<file path="config.mk">
export PLATFORM = sky130hd
export DESIGN_NAME = lmul_unit
export DESIGN_NICKNAME = d
export VERILOG_FILES = /design/src/rtl/lmul_pkg.sv /design/src/rtl/lmul_decode.sv /design/src/rtl/lmul_shiftadd.sv /design/src/rtl/lmul_finish.sv /design/src/rtl/lmul_unit.sv
export SDC_FILE = /design/constraint.sdc
export NUM_CORES = 1
export LEC_CHECK = 0
export BUFFER_PORTS_ARGS = -buffer_cell sky130_fd_sc_hd__buf_2
export CORE_MARGIN = 4
export CORE_UTILIZATION = 60
export DETAILED_ROUTE_END_ITERATION = 16
export GPL_TIMING_DRIVEN = 0
export PLACE_DENSITY = 0.82
export SLEW_MARGIN = 25
export SYNTH_ARGS = -nofsm -noshare
export SYNTH_HDL_FRONTEND = slang
export SYNTH_SLANG_ARGS = --single-unit
</file>
<file path="constraint.sdc">
create_clock -name clk -period 5.4 [get_ports clk]
set_input_delay 0.27 -clock clk [delete_from_list [all_inputs] [get_ports clk]]
set_output_delay 0.27 -clock clk [all_outputs]
set_load 0.05 [all_outputs]
</file>
<file path="src/rtl/lmul_pkg.sv">
package lmul_pkg;

  localparam logic [2:0] OPC_MUL   = 3'd0;
  localparam logic [2:0] OPC_MLA   = 3'd1;
  localparam logic [2:0] OPC_UMULL = 3'd4;
  localparam logic [2:0] OPC_SMULL = 3'd6;
  localparam logic [2:0] OPC_UMLAL = 3'd7;

  typedef enum logic [1:0] {
    ADD_NONE = 2'd0,
    ADD_LOW  = 2'd1,
    ADD_FULL = 2'd2
  } addend_e;

  typedef struct packed {
    logic    legal;
    logic    sgn;
    logic    wide;
    addend_e addend;
  } mul_ctrl_t;

  typedef enum logic [1:0] {
    ST_IDLE = 2'd0,
    ST_RUN  = 2'd1,
    ST_FIN  = 2'd2
  } mul_state_e;

endpackage

</file>
<file path="src/rtl/lmul_decode.sv">
module lmul_decode
  import lmul_pkg::*;
(
  input  logic [2:0] op,
  output mul_ctrl_t  ctrl
);

  always_comb begin
    ctrl = '{legal: 1'b0, sgn: 1'b0, wide: 1'b0, addend: ADD_NONE};
    case (op)
      OPC_MUL:   ctrl = '{legal: 1'b1, sgn: 1'b0, wide: 1'b0, addend: ADD_NONE};
      OPC_MLA:   ctrl = '{legal: 1'b1, sgn: 1'b0, wide: 1'b0, addend: ADD_LOW};
      OPC_UMULL: ctrl = '{legal: 1'b1, sgn: 1'b0, wide: 1'b1, addend: ADD_NONE};
      OPC_SMULL: ctrl = '{legal: 1'b1, sgn: 1'b1, wide: 1'b1, addend: ADD_NONE};
      OPC_UMLAL: ctrl = '{legal: 1'b1, sgn: 1'b0, wide: 1'b1, addend: ADD_FULL};
      default:   ctrl = '{legal: 1'b0, sgn: 1'b0, wide: 1'b0, addend: ADD_NONE};
    endcase
  end

endmodule

</file>
<file path="src/rtl/lmul_shiftadd.sv">
module lmul_shiftadd #(
  parameter int W = 32
) (
  input  logic           clk,
  input  logic           rst_n,
  input  logic           load,
  input  logic [W-1:0]   mcand,
  input  logic [W-1:0]   mplier,
  output logic [2*W-1:0] prod,
  output logic           running,
  output logic           last_step
);

  localparam int DW = 2 * W;
  localparam int CW = (W > 1) ? $clog2(W) : 1;

  logic [DW-1:0] acc_q;
  logic [W-1:0]  mcand_q;
  logic [CW-1:0] cnt_q;
  logic          run_q;

  // One radix-2 step: add multiplicand into the upper half when the
  // current multiplier bit is set, then shift the whole register right.
  function automatic logic [DW-1:0] step_fn(input logic [DW-1:0] a,
                                            input logic [W-1:0]  m);
    logic [W:0] s;
    s = {1'b0, a[DW-1:W]} + (a[0] ? {1'b0, m} : {(W+1){1'b0}});
    return {s, a[W-1:1]};
  endfunction

  assign last_step = run_q && (cnt_q == CW'(W-1));
  assign running   = run_q;
  assign prod      = acc_q;

  always_ff @(posedge clk) begin
    if (!rst_n) begin
      acc_q   <= '0;
      mcand_q <= '0;
      cnt_q   <= '0;
      run_q   <= 1'b0;
    end else if (load) begin
      acc_q   <= {{W{1'b0}}, mplier};
      mcand_q <= mcand;
      cnt_q   <= '0;
      run_q   <= 1'b1;
    end else if (run_q) begin
      acc_q <= step_fn(acc_q, mcand_q);
      cnt_q <= cnt_q + 1'b1;
      if (last_step) run_q <= 1'b0;
    end
  end

  AST_STEP_ADVANCE: assert property (@(posedge clk) disable iff (!rst_n)
    (run_q && !last_step && !load) |=> (run_q && cnt_q == $past(cnt_q) + 1'b1));

  AST_RUN_ENDS: assert property (@(posedge clk) disable iff (!rst_n)
    (last_step && !load) |=> !run_q);

endmodule

</file>
<file path="src/rtl/lmul_finish.sv">
module lmul_finish
  import lmul_pkg::*;
#(
  parameter int W = 32
) (
  input  logic [2*W-1:0] prod,
  input  logic           negate,
  input  mul_ctrl_t      ctrl,
  input  logic [W-1:0]   add_hi,
  input  logic [W-1:0]   add_lo,
  output logic [W-1:0]   out_lo,
  output logic [W-1:0]   out_hi
);

  localparam int DW = 2 * W;

  // Sign correction followed by the addend selected by the opcode.
  function automatic logic [DW-1:0] finish_fn(input logic [DW-1:0] p,
                                              input logic          neg,
                                              input addend_e       mode,
                                              input logic          wide,
                                              input logic [W-1:0]  ahi,
                                              input logic [W-1:0]  alo);
    logic [DW-1:0] s;
    logic [W-1:0]  lo;
    s = neg ? (~p + 1'b1) : p;
    case (mode)
      ADD_LOW:  begin
        lo = s[W-1:0] + alo;
        s  = {s[DW-1:W], lo};
      end
      ADD_FULL: s = s + {ahi, alo};
      default:  s = s;
    endcase
    if (!wide) s[DW-1:W] = '0;
    return s;
  endfunction

  logic [DW-1:0] fin;
  assign fin    = finish_fn(prod, negate, ctrl.addend, ctrl.wide, add_hi, add_lo);
  assign out_lo = fin[W-1:0];
  assign out_hi = fin[DW-1:W];

endmodule

</file>
<file path="src/rtl/lmul_unit.sv">
module lmul_unit
  import lmul_pkg::*;
#(
  parameter int W = 32
) (
  input  logic         clk,
  input  logic         rst_n,
  input  logic         start,
  input  logic [2:0]   op,
  input  logic [W-1:0] src_a,
  input  logic [W-1:0] src_b,
  input  logic [W-1:0] acc_hi,
  input  logic [W-1:0] acc_lo,
  output logic         busy,
  output logic         done,
  output logic [W-1:0] res_lo,
  output logic [W-1:0] res_hi,
  output logic         wr_lo,
  output logic         wr_hi,
  output logic         unimpl
);

  localparam int DW = 2 * W;

  function automatic logic [W-1:0] magnitude(input logic [W-1:0] x,
                                             input logic         sgn);
    return (sgn && x[W-1]) ? (~x + 1'b1) : x;
  endfunction

  mul_state_e    state_q;
  mul_ctrl_t     ctrl_in;
  mul_ctrl_t     ctrl_q;
  logic          neg_q;
  logic [W-1:0]  add_hi_q;
  logic [W-1:0]  add_lo_q;
  logic          accept;
  logic          eng_load;
  logic          eng_running;
  logic          eng_last;
  logic [DW-1:0] eng_prod;
  logic [W-1:0]  fin_lo;
  logic [W-1:0]  fin_hi;

  assign accept   = start && (state_q == ST_IDLE);
  assign eng_load = accept && ctrl_in.legal;
  assign busy     = (state_q != ST_IDLE);

  lmul_decode u_decode (
    .op   (op),
    .ctrl (ctrl_in)
  );

  lmul_shiftadd #(.W(W)) u_engine (
    .clk       (clk),
    .rst_n     (rst_n),
    .load      (eng_load),
    .mcand     (magnitude(src_a, ctrl_in.sgn)),
    .mplier    (magnitude(src_b, ctrl_in.sgn)),
    .prod      (eng_prod),
    .running   (eng_running),
    .last_step (eng_last)
  );

  lmul_finish #(.W(W)) u_finish (
    .prod   (eng_prod),
    .negate (neg_q),
    .ctrl   (ctrl_q),
    .add_hi (add_hi_q),
    .add_lo (add_lo_q),
    .out_lo (fin_lo),
    .out_hi (fin_hi)
  );

  always_ff @(posedge clk) begin
    if (!rst_n) begin
      state_q  <= ST_IDLE;
      ctrl_q   <= '0;
      neg_q    <= 1'b0;
      add_hi_q <= '0;
      add_lo_q <= '0;
      res_lo   <= '0;
      res_hi   <= '0;
      done     <= 1'b0;
      wr_lo    <= 1'b0;
      wr_hi    <= 1'b0;
      unimpl   <= 1'b0;
    end else begin
      done   <= 1'b0;
      wr_lo  <= 1'b0;
      wr_hi  <= 1'b0;
      unimpl <= 1'b0;
      case (state_q)
        ST_IDLE: if (accept) begin
          ctrl_q   <= ctrl_in;
          neg_q    <= ctrl_in.sgn && (src_a[W-1] ^ src_b[W-1]);
          add_hi_q <= acc_hi;
          add_lo_q <= acc_lo;
          state_q  <= ctrl_in.legal ? ST_RUN : ST_FIN;
        end
        ST_RUN: if (eng_last) state_q <= ST_FIN;
        ST_FIN: begin
          done    <= 1'b1;
          state_q <= ST_IDLE;
          if (ctrl_q.legal) begin
            res_lo <= fin_lo;
            res_hi <= fin_hi;
            wr_lo  <= 1'b1;
            wr_hi  <= ctrl_q.wide;
          end else begin
            unimpl <= 1'b1;
          end
        end
        default: state_q <= ST_IDLE;
      endcase
    end
  end

  AST_RESET_QUIET: assert property (@(posedge clk) disable iff (!rst_n)
    $rose(rst_n) |-> (!busy && !done && !wr_lo && !wr_hi && !unimpl));

  AST_WIDE_PAIR: assert property (@(posedge clk) disable iff (!rst_n)
    wr_hi |-> wr_lo);

  AST_RESERVED_SILENT: assert property (@(posedge clk) disable iff (!rst_n)
    unimpl |-> (!wr_lo && !wr_hi && $stable(res_lo) && $stable(res_hi)));

  AST_ENGINE_TRACKS_RUN: assert property (@(posedge clk) disable iff (!rst_n)
    (state_q == ST_RUN) |-> eng_running);

  AST_DONE_FROM_FIN: assert property (@(posedge clk) disable iff (!rst_n)
    $rose(done) |-> ($past(state_q) == ST_FIN));

  AST_CTRL_HELD: assert property (@(posedge clk) disable iff (!rst_n)
    (busy && $past(busy)) |-> $stable(ctrl_q));

  AST_DONE_PULSE: assert property (@(posedge clk) disable iff (!rst_n)
    done |=> !done);

  AST_FLAGS_QUALIFIED: assert property (@(posedge clk) disable iff (!rst_n)
    (wr_lo || wr_hi || unimpl) |-> done);

  AST_BACK_TO_BACK: assert property (@(posedge clk) disable iff (!rst_n)
    (done && start) |=> busy);

endmodule

</file>
* Word level (Yosys, flattened, before mapping) *
Index checks and enable logic that the tools add are counted.

word-level totals
  bits in writable memories = 0
  input port bits = 134
  memory bits (read-only) = 0
  bits in registers = 241
  latch bits = 0
  memories = 0
  output and inout port bits = 69
  logic and storage cells = 76

cells by class
  mux-type cells = 19
  equal/unequal tests = 11
  magnitude comparators = 0
  divide/modulo/power cells = 0
  bitwise logic cells = 5
  shifts and indexed selects = 0
  $mul = 0
  reductions and logical operators = 16
  $add $sub $neg = 7

operators by type and width
  kind                     count
  $mux W32                 6
  $pmux W64 S2             1
  $add A32 B1 Y32 const B  2
  $add A64 B1 Y64 const B  1
  $add A64 B64 Y64         1
  $mux W64                 1
  $not A32 Y32             2
  $not A64 Y64             1
  $add A32 B32 Y33         1
  $add A32 B32 Y32         1
  $pmux W5 S5              1
  $eq A3 B3 Y1 const B     3
  $reduce_and A2 Y1        4
  $logic_and A1 B1 Y1      6
  $mux W1                  6
  $mux W2                  3
  $add A5 B1 Y5 const B    1
  $eq A5 B5 Y1 const B     1
  $eq A2 B1 Y1 const B     2
  $eq A2 B2 Y1 const B     2
  $ne A2 B2 Y1 const B     2
  $pmux W2 S2              1
  $reduce_bool A2 Y1       2
  $eq A3 B1 Y1 const B     1
  6 further kinds          6

* Longest topological paths before layout *
  depth after elaboration = 6
  depth in mapped cells = 19
  gate-level depth less buffers = 18

* Hierarchy *
From an unflattened synthesis, not the netlist that was laid out.

unflattened totals
  cells, all modules = 2443
  area total of the unflattened synthesis = 18874.4 um2

by module, submodules not included
  module         sequential area each (um2)  instances  cells each  area each (um2)
  lmul_unit      2802.7                      1          811         6550.0
  lmul_shiftadd  2042.0                      1          719         6199.7
  lmul_finish    0.0                         1          905         6065.8
  lmul_decode    0.0                         1          8           58.8

* Worst setup path before layout *
No wires, ideal clock.

  kind = register to register
  start point = register u_engine.acc_q[6] (netlist: u_engine.prod[6])
  end point = register res_hi[16]
  clock period less this slack = 4.683 ns
  data required time = 5.338 ns
  setup slack = 0.717 ns
  path buffers = 1
  arrival time = 4.621 ns
  cell stages (with the launch flop) = 18
  setup time = 0.062 ns
  path through = dfxtp_1 -> or4_4 -> or3_4 -> or2_2 -> nand2b_1 -> o21ai_0 -> xnor2_1 -> ha_1 -> clkbuf_1 -> a21oi_1 -> o211ai_1 -> a21boi_0 -> nor3_1 -> nor3_1 -> a2111o_1 -> a21oi_1 -> or4_1 -> nand3_1

between the ends
  word-level cells in the longest chain between the ends = 6

RTL lines
  item                    line                 source
  from (decl)             lmul_shiftadd.sv:17  logic [DW-1:0] acc_q;
  from (signal assigned)  lmul_shiftadd.sv:42  acc_q <= {{W{1'b0}}, mplier};
  from (signal assigned)  lmul_shiftadd.sv:47  acc_q <= step_fn(acc_q, mcand_q);
  $not A64 Y64            lmul_finish.sv:26    s = neg ? (~p + 1'b1) : p;
  $add A64 B1 Y64         lmul_finish.sv:26
  $mux W64 *              lmul_finish.sv:26
  $add A64 B64 Y64        lmul_finish.sv:32    ADD_FULL: s = s + {ahi, alo};
  $pmux W64 S2 *          lmul_finish.sv:27    case (mode)
  $mux W32 *              lmul_finish.sv:35    if (!wide) s[DW-1:W] = '0;
  to (signal assigned)    lmul_unit.sv:106     res_hi <= fin_hi;
  to (decl)               lmul_unit.sv:17      output logic [W-1:0] res_hi,

Every way passes the cells marked *; elsewhere a longest branch is shown, timed or not.
A chain may end at the register's enable or synchronous reset.

* Worst setup path after layout *
  start point = register neg_q
  end point = register res_hi[18]

between the ends
  word-level cells in the longest chain between the ends = 4

RTL lines
  item                    line               source
  from (decl)             lmul_unit.sv:33    logic neg_q;
  from (signal assigned)  lmul_unit.sv:95    neg_q <= ctrl_in.sgn && (src_a[W-1] ^ src_b[W-1]);
  $mux W64 *              lmul_finish.sv:26
  $add A64 B64 Y64        lmul_finish.sv:32
  $pmux W64 S2 *          lmul_finish.sv:27
  $mux W32 *              lmul_finish.sv:35

Marks and branches as above.

==> flow_summary_export.csv <==
group,metric,value,unit
status,status,"completed",
timing,period_share,97.5,%
critical_path,crit_fanout,10,
detailed_routing,drt-wirelength-per-cell,20.1,um
clock_network,cts_tree,"built",
timing,skew,21.5,ps
cells_and_area,fillers,2327,
power,combPwrFrac,20.9,%
timing,maxSlewViolCount,0,
power,ir_drop,293,uV
power,intPower,3.50,mW
critical_path,reg2reg_slack,130,ps
detailed_routing,vias,18500,
clock_network,cts_buffers,28,
clock_network,clk_pin_slew,60,ps
place,dp_hpwl,45800,um
timing,setup_viol,0,
power,p_sw_share,30.3,%
synthesis,ys_types,80,
critical_path,r2r_start,"neg_q",
synthesis,synth-edff-count,0,
floorplan,die-area,0.0321,mm2
power,leakagePower,9.25,nW
power,share_seq_of_total_power,39.1,%
place,gp_congestion,1.00,
cells_and_area,fin_nets,2800,
synthesis,yosys.area.top_type_share,27.4,%
timing,timing.final.hold_violations,0,
critical_path,crit_path_start_kind,"flip-flop",
floorplan,rows,62,
global_route,antenna_found_initial,2,
clock_network,clock_path_buffers,3,
floorplan,io_pins,203,
power,power_switching,1.52,mW
clock_network,htreeDepth,1,
worst_hold_path,min_path_type,"primary input to flip-flop",
synthesis,ys_warn_count,0,
power,clkPwrFrac,40.0,%
synthesis,synth_area_leaders,"dfxtp_1, ha_1, nand2_1",
timing,final.min_clock_period,5270,ps
power,power.total,5.02,mW
cells_and_area,seq_area,0.00483,mm2
synthesis,synth_top_cells_by_count,"nand2_1, dfxtp_1, nor2_1",
critical_path,cp.arrival,5680,ps
detailed_routing,ant_nets,0,
synthesis,synth_area,0.0176,mm2
cells_and_area,design_area,0.0209,mm2
timing,worstMarginPinSlew,956,ps
power,power.density,240,mW/mm2
synthesis,async_reset_ff_share,0,%
synthesis,synth_fp_nets,2500,
cells_and_area,areaGrowthSynthToFinish,18.9,%
critical_path,path_class,"flip-flop to flip-flop",
synthesis,yosysMostFrequentCell,"nand2_1",
synthesis,ys_ff_latch,241,
place,post_dp_cell_area,0.0191,mm2
global_route,grt.overflow.total,0,
global_route,grt_pass1_wl,91100,um
global_route,grt_pass1_vias,17400,
detailed_routing,via_per_inst,6.23,
global_route,grt_use_total,35.4,%
critical_path,endpoint_kind,"flip-flop",
global_route,grt_max_degree,14,
timing,tns,0,ps
critical_path,r2r_end,"res_hi[18]",
flow_run,drv_cap,0,
synthesis,avgSynthCellArea,7.81,um2
synthesis,syn_inst,2253,
detailed_routing,drt_iter0_markers,1699,
place,portBuffers,201,
floorplan,core,0.0289,mm2
critical_path,cp_data_required_time,5820,ps
synthesis,ys_seq_area_share,27.4,%
floorplan,start_util,61.0,%
worst_hold_path,hold-path-endpoint,"add_hi_q[31]",
timing,slew_headroom,36.0,%
floorplan,die_h,179,um
floorplan,chipWidth,179,um
timing,fin_ws,135,ps
place,dp_slack,-509,ps
timing,max_freq,0.190,GHz
worst_hold_path,holdPathStages,3,
clock_network,clock-root-buffer,"clkbuf_16",
detailed_routing,totalWireLength,59600,um
cells_and_area,multi_input_area,0.0123,mm2
detailed_routing,route.detailed.drc,0,
synthesis,yosysTopAreaCell,"dfxtp_1",
clock_network,cts.sinks,241,
critical_path,reg2regPathDepth,15,
worst_hold_path,worst_hold_startpoint,"acc_hi[31]",
cells_and_area,fin_util,72.5,%
detailed_routing,drt-pass1-iter-count,5,
synthesis,ys.flop_type,"dfxtp_1",
cells_and_area,layout-drive-gt1-share,12.2,%
clock_network,clk-insertion-delay-late,560,ps
[routing by layer]
layer | vias up | share of wire, % | global-route usage (%)
li1 | 8765 | - | -
met1 | 8676 | 43 | 47.9
met2 | 862 | 45 | 57.6
met3 | 151 | 8.8 | 5.31
met4 | 0 | 3.6 | 12.5
met5 | - | 0 | 0
[sequential cells by signal (all words and copies together) (netlist names), 2 cells and up]
| register | cells |
|---|---|
| add_lo_q | 32 |
| u_engine.cnt_q | 5 |
| res_lo | 32 |
| state_q | 2 |
| u_engine.mcand_q | 32 |
| res_hi | 32 |
| u_engine.prod | 64 |
| ctrl_q | 4 |
| add_hi_q | 32 |
[placed cells by master, fill, tap and decap left out, drive strengths merged, types with 17 or more instances in the layout]
| cell type | n |
|---|---|
| dfxtp | 241 |
| o21bai | 17 |
| dlygate4sd3 | 62 |
| nor2 | 154 |
| a22oi | 27 |
| o21ai | 142 |
| a211oi | 20 |
| or3 | 22 |
| a221oi | 28 |
| nand2 | 348 |
| and2 | 52 |
| a21boi | 74 |
| buf | 221 |
| mux2i | 57 |
| nor3 | 47 |
| nand3 | 50 |
| nand4 | 21 |
| and3 | 20 |
| nor4 | 21 |
| o41ai | 17 |
| a21oi | 135 |
| xnor2 | 121 |
| ha | 111 |
| inv | 43 |
| a21o | 34 |
| o31ai | 38 |
| clkbuf | 150 |
| xor2 | 61 |
| o211a | 59 |
[worst max path at each step]
stage	start	endpoint	slack, ps	cells past startpoint
3_3_place_gp	u_engine.prod[6]	res_hi[16]	-510	17
6_report	neg_q	res_hi[18]	130	15
3_5_place_dp	u_engine.prod[6]	res_hi[16]	-510	17
2_1_floorplan	u_engine.prod[6]	res_hi[16]	720	17
5_1_grt	u_engine.prod[16]	res_hi[31]	-40	18
4_1_cts	u_engine.prod[6]	res_hi[16]	-6	17
[power groups by stage]
stage               clock network (mW)  registers, mW  logic, mW
floorplan                            0           1.97      0.668
global placement                     0           1.99      0.942
detailed placement                   0           2.00      0.964
CTS                               2.02           1.96       1.01
global route                      2.08           1.97       1.14
finish                            2.01           1.96       1.05
[per-stage QoR]
step           std cells  hold slack (ps)
2_1_floorplan       2253              415
3_3_place_gp        2838              442
3_5_place_dp        2838              446
4_1_cts             2954             1.89
5_1_grt             2959             37.1
6_report            2960             26.3
[layout make-up]
| class | instances | share of cell area [%] |
|---|---|---|
| antenna | 2 | 0.0239 |
| buffer | 120 | 2.16 |
| clock buffer | 41 | 4.07 |
| clock inverter | 10 | 0.634 |
| inverter | 44 | 0.790 |
| multi-input combinational | 1846 | 58.9 |
| sequential | 241 | 23.1 |
| tap | 384 | 2.30 |
| timing repair buffer | 272 | 8.10 |
[critical path, stage by stage, from the launching register on]
cell and delay (ps):
dfxtp_1 300, clkbuf_1 410, clkbuf_2 400, clkbuf_1 590
nand2_1 170, xnor2_1 560, ha_1 330, nand2_1 150
or3_1 460, nor4_2 320, o21a_1 210, nor3_4 90
a2111o_1 540, and2_1 250, a41oi_1 220, o21ai_0 100
[cells by family after synthesis]
group	after synthesis	share of synthesized area, %
xor gates and xnor gates	182	9.10
buffers and inverters	167	3.56
adders and majority gates	113	8.12
muxes	58	3.31
DFF	241	27.4
AOI/OAI and AO/OA	679	26.7
and+or+nand+nor	813	21.8
[what timing repair did]
action,CTS,global route
setup buffers,3,6
hold buffers,62,0
resized for setup,8,27
endpoints found under the hold margin,62,0
gates cloned,0,1
endpoints found under the setup margin,14,22
pin swaps,4,14
(Power assumes the default switching activity.)
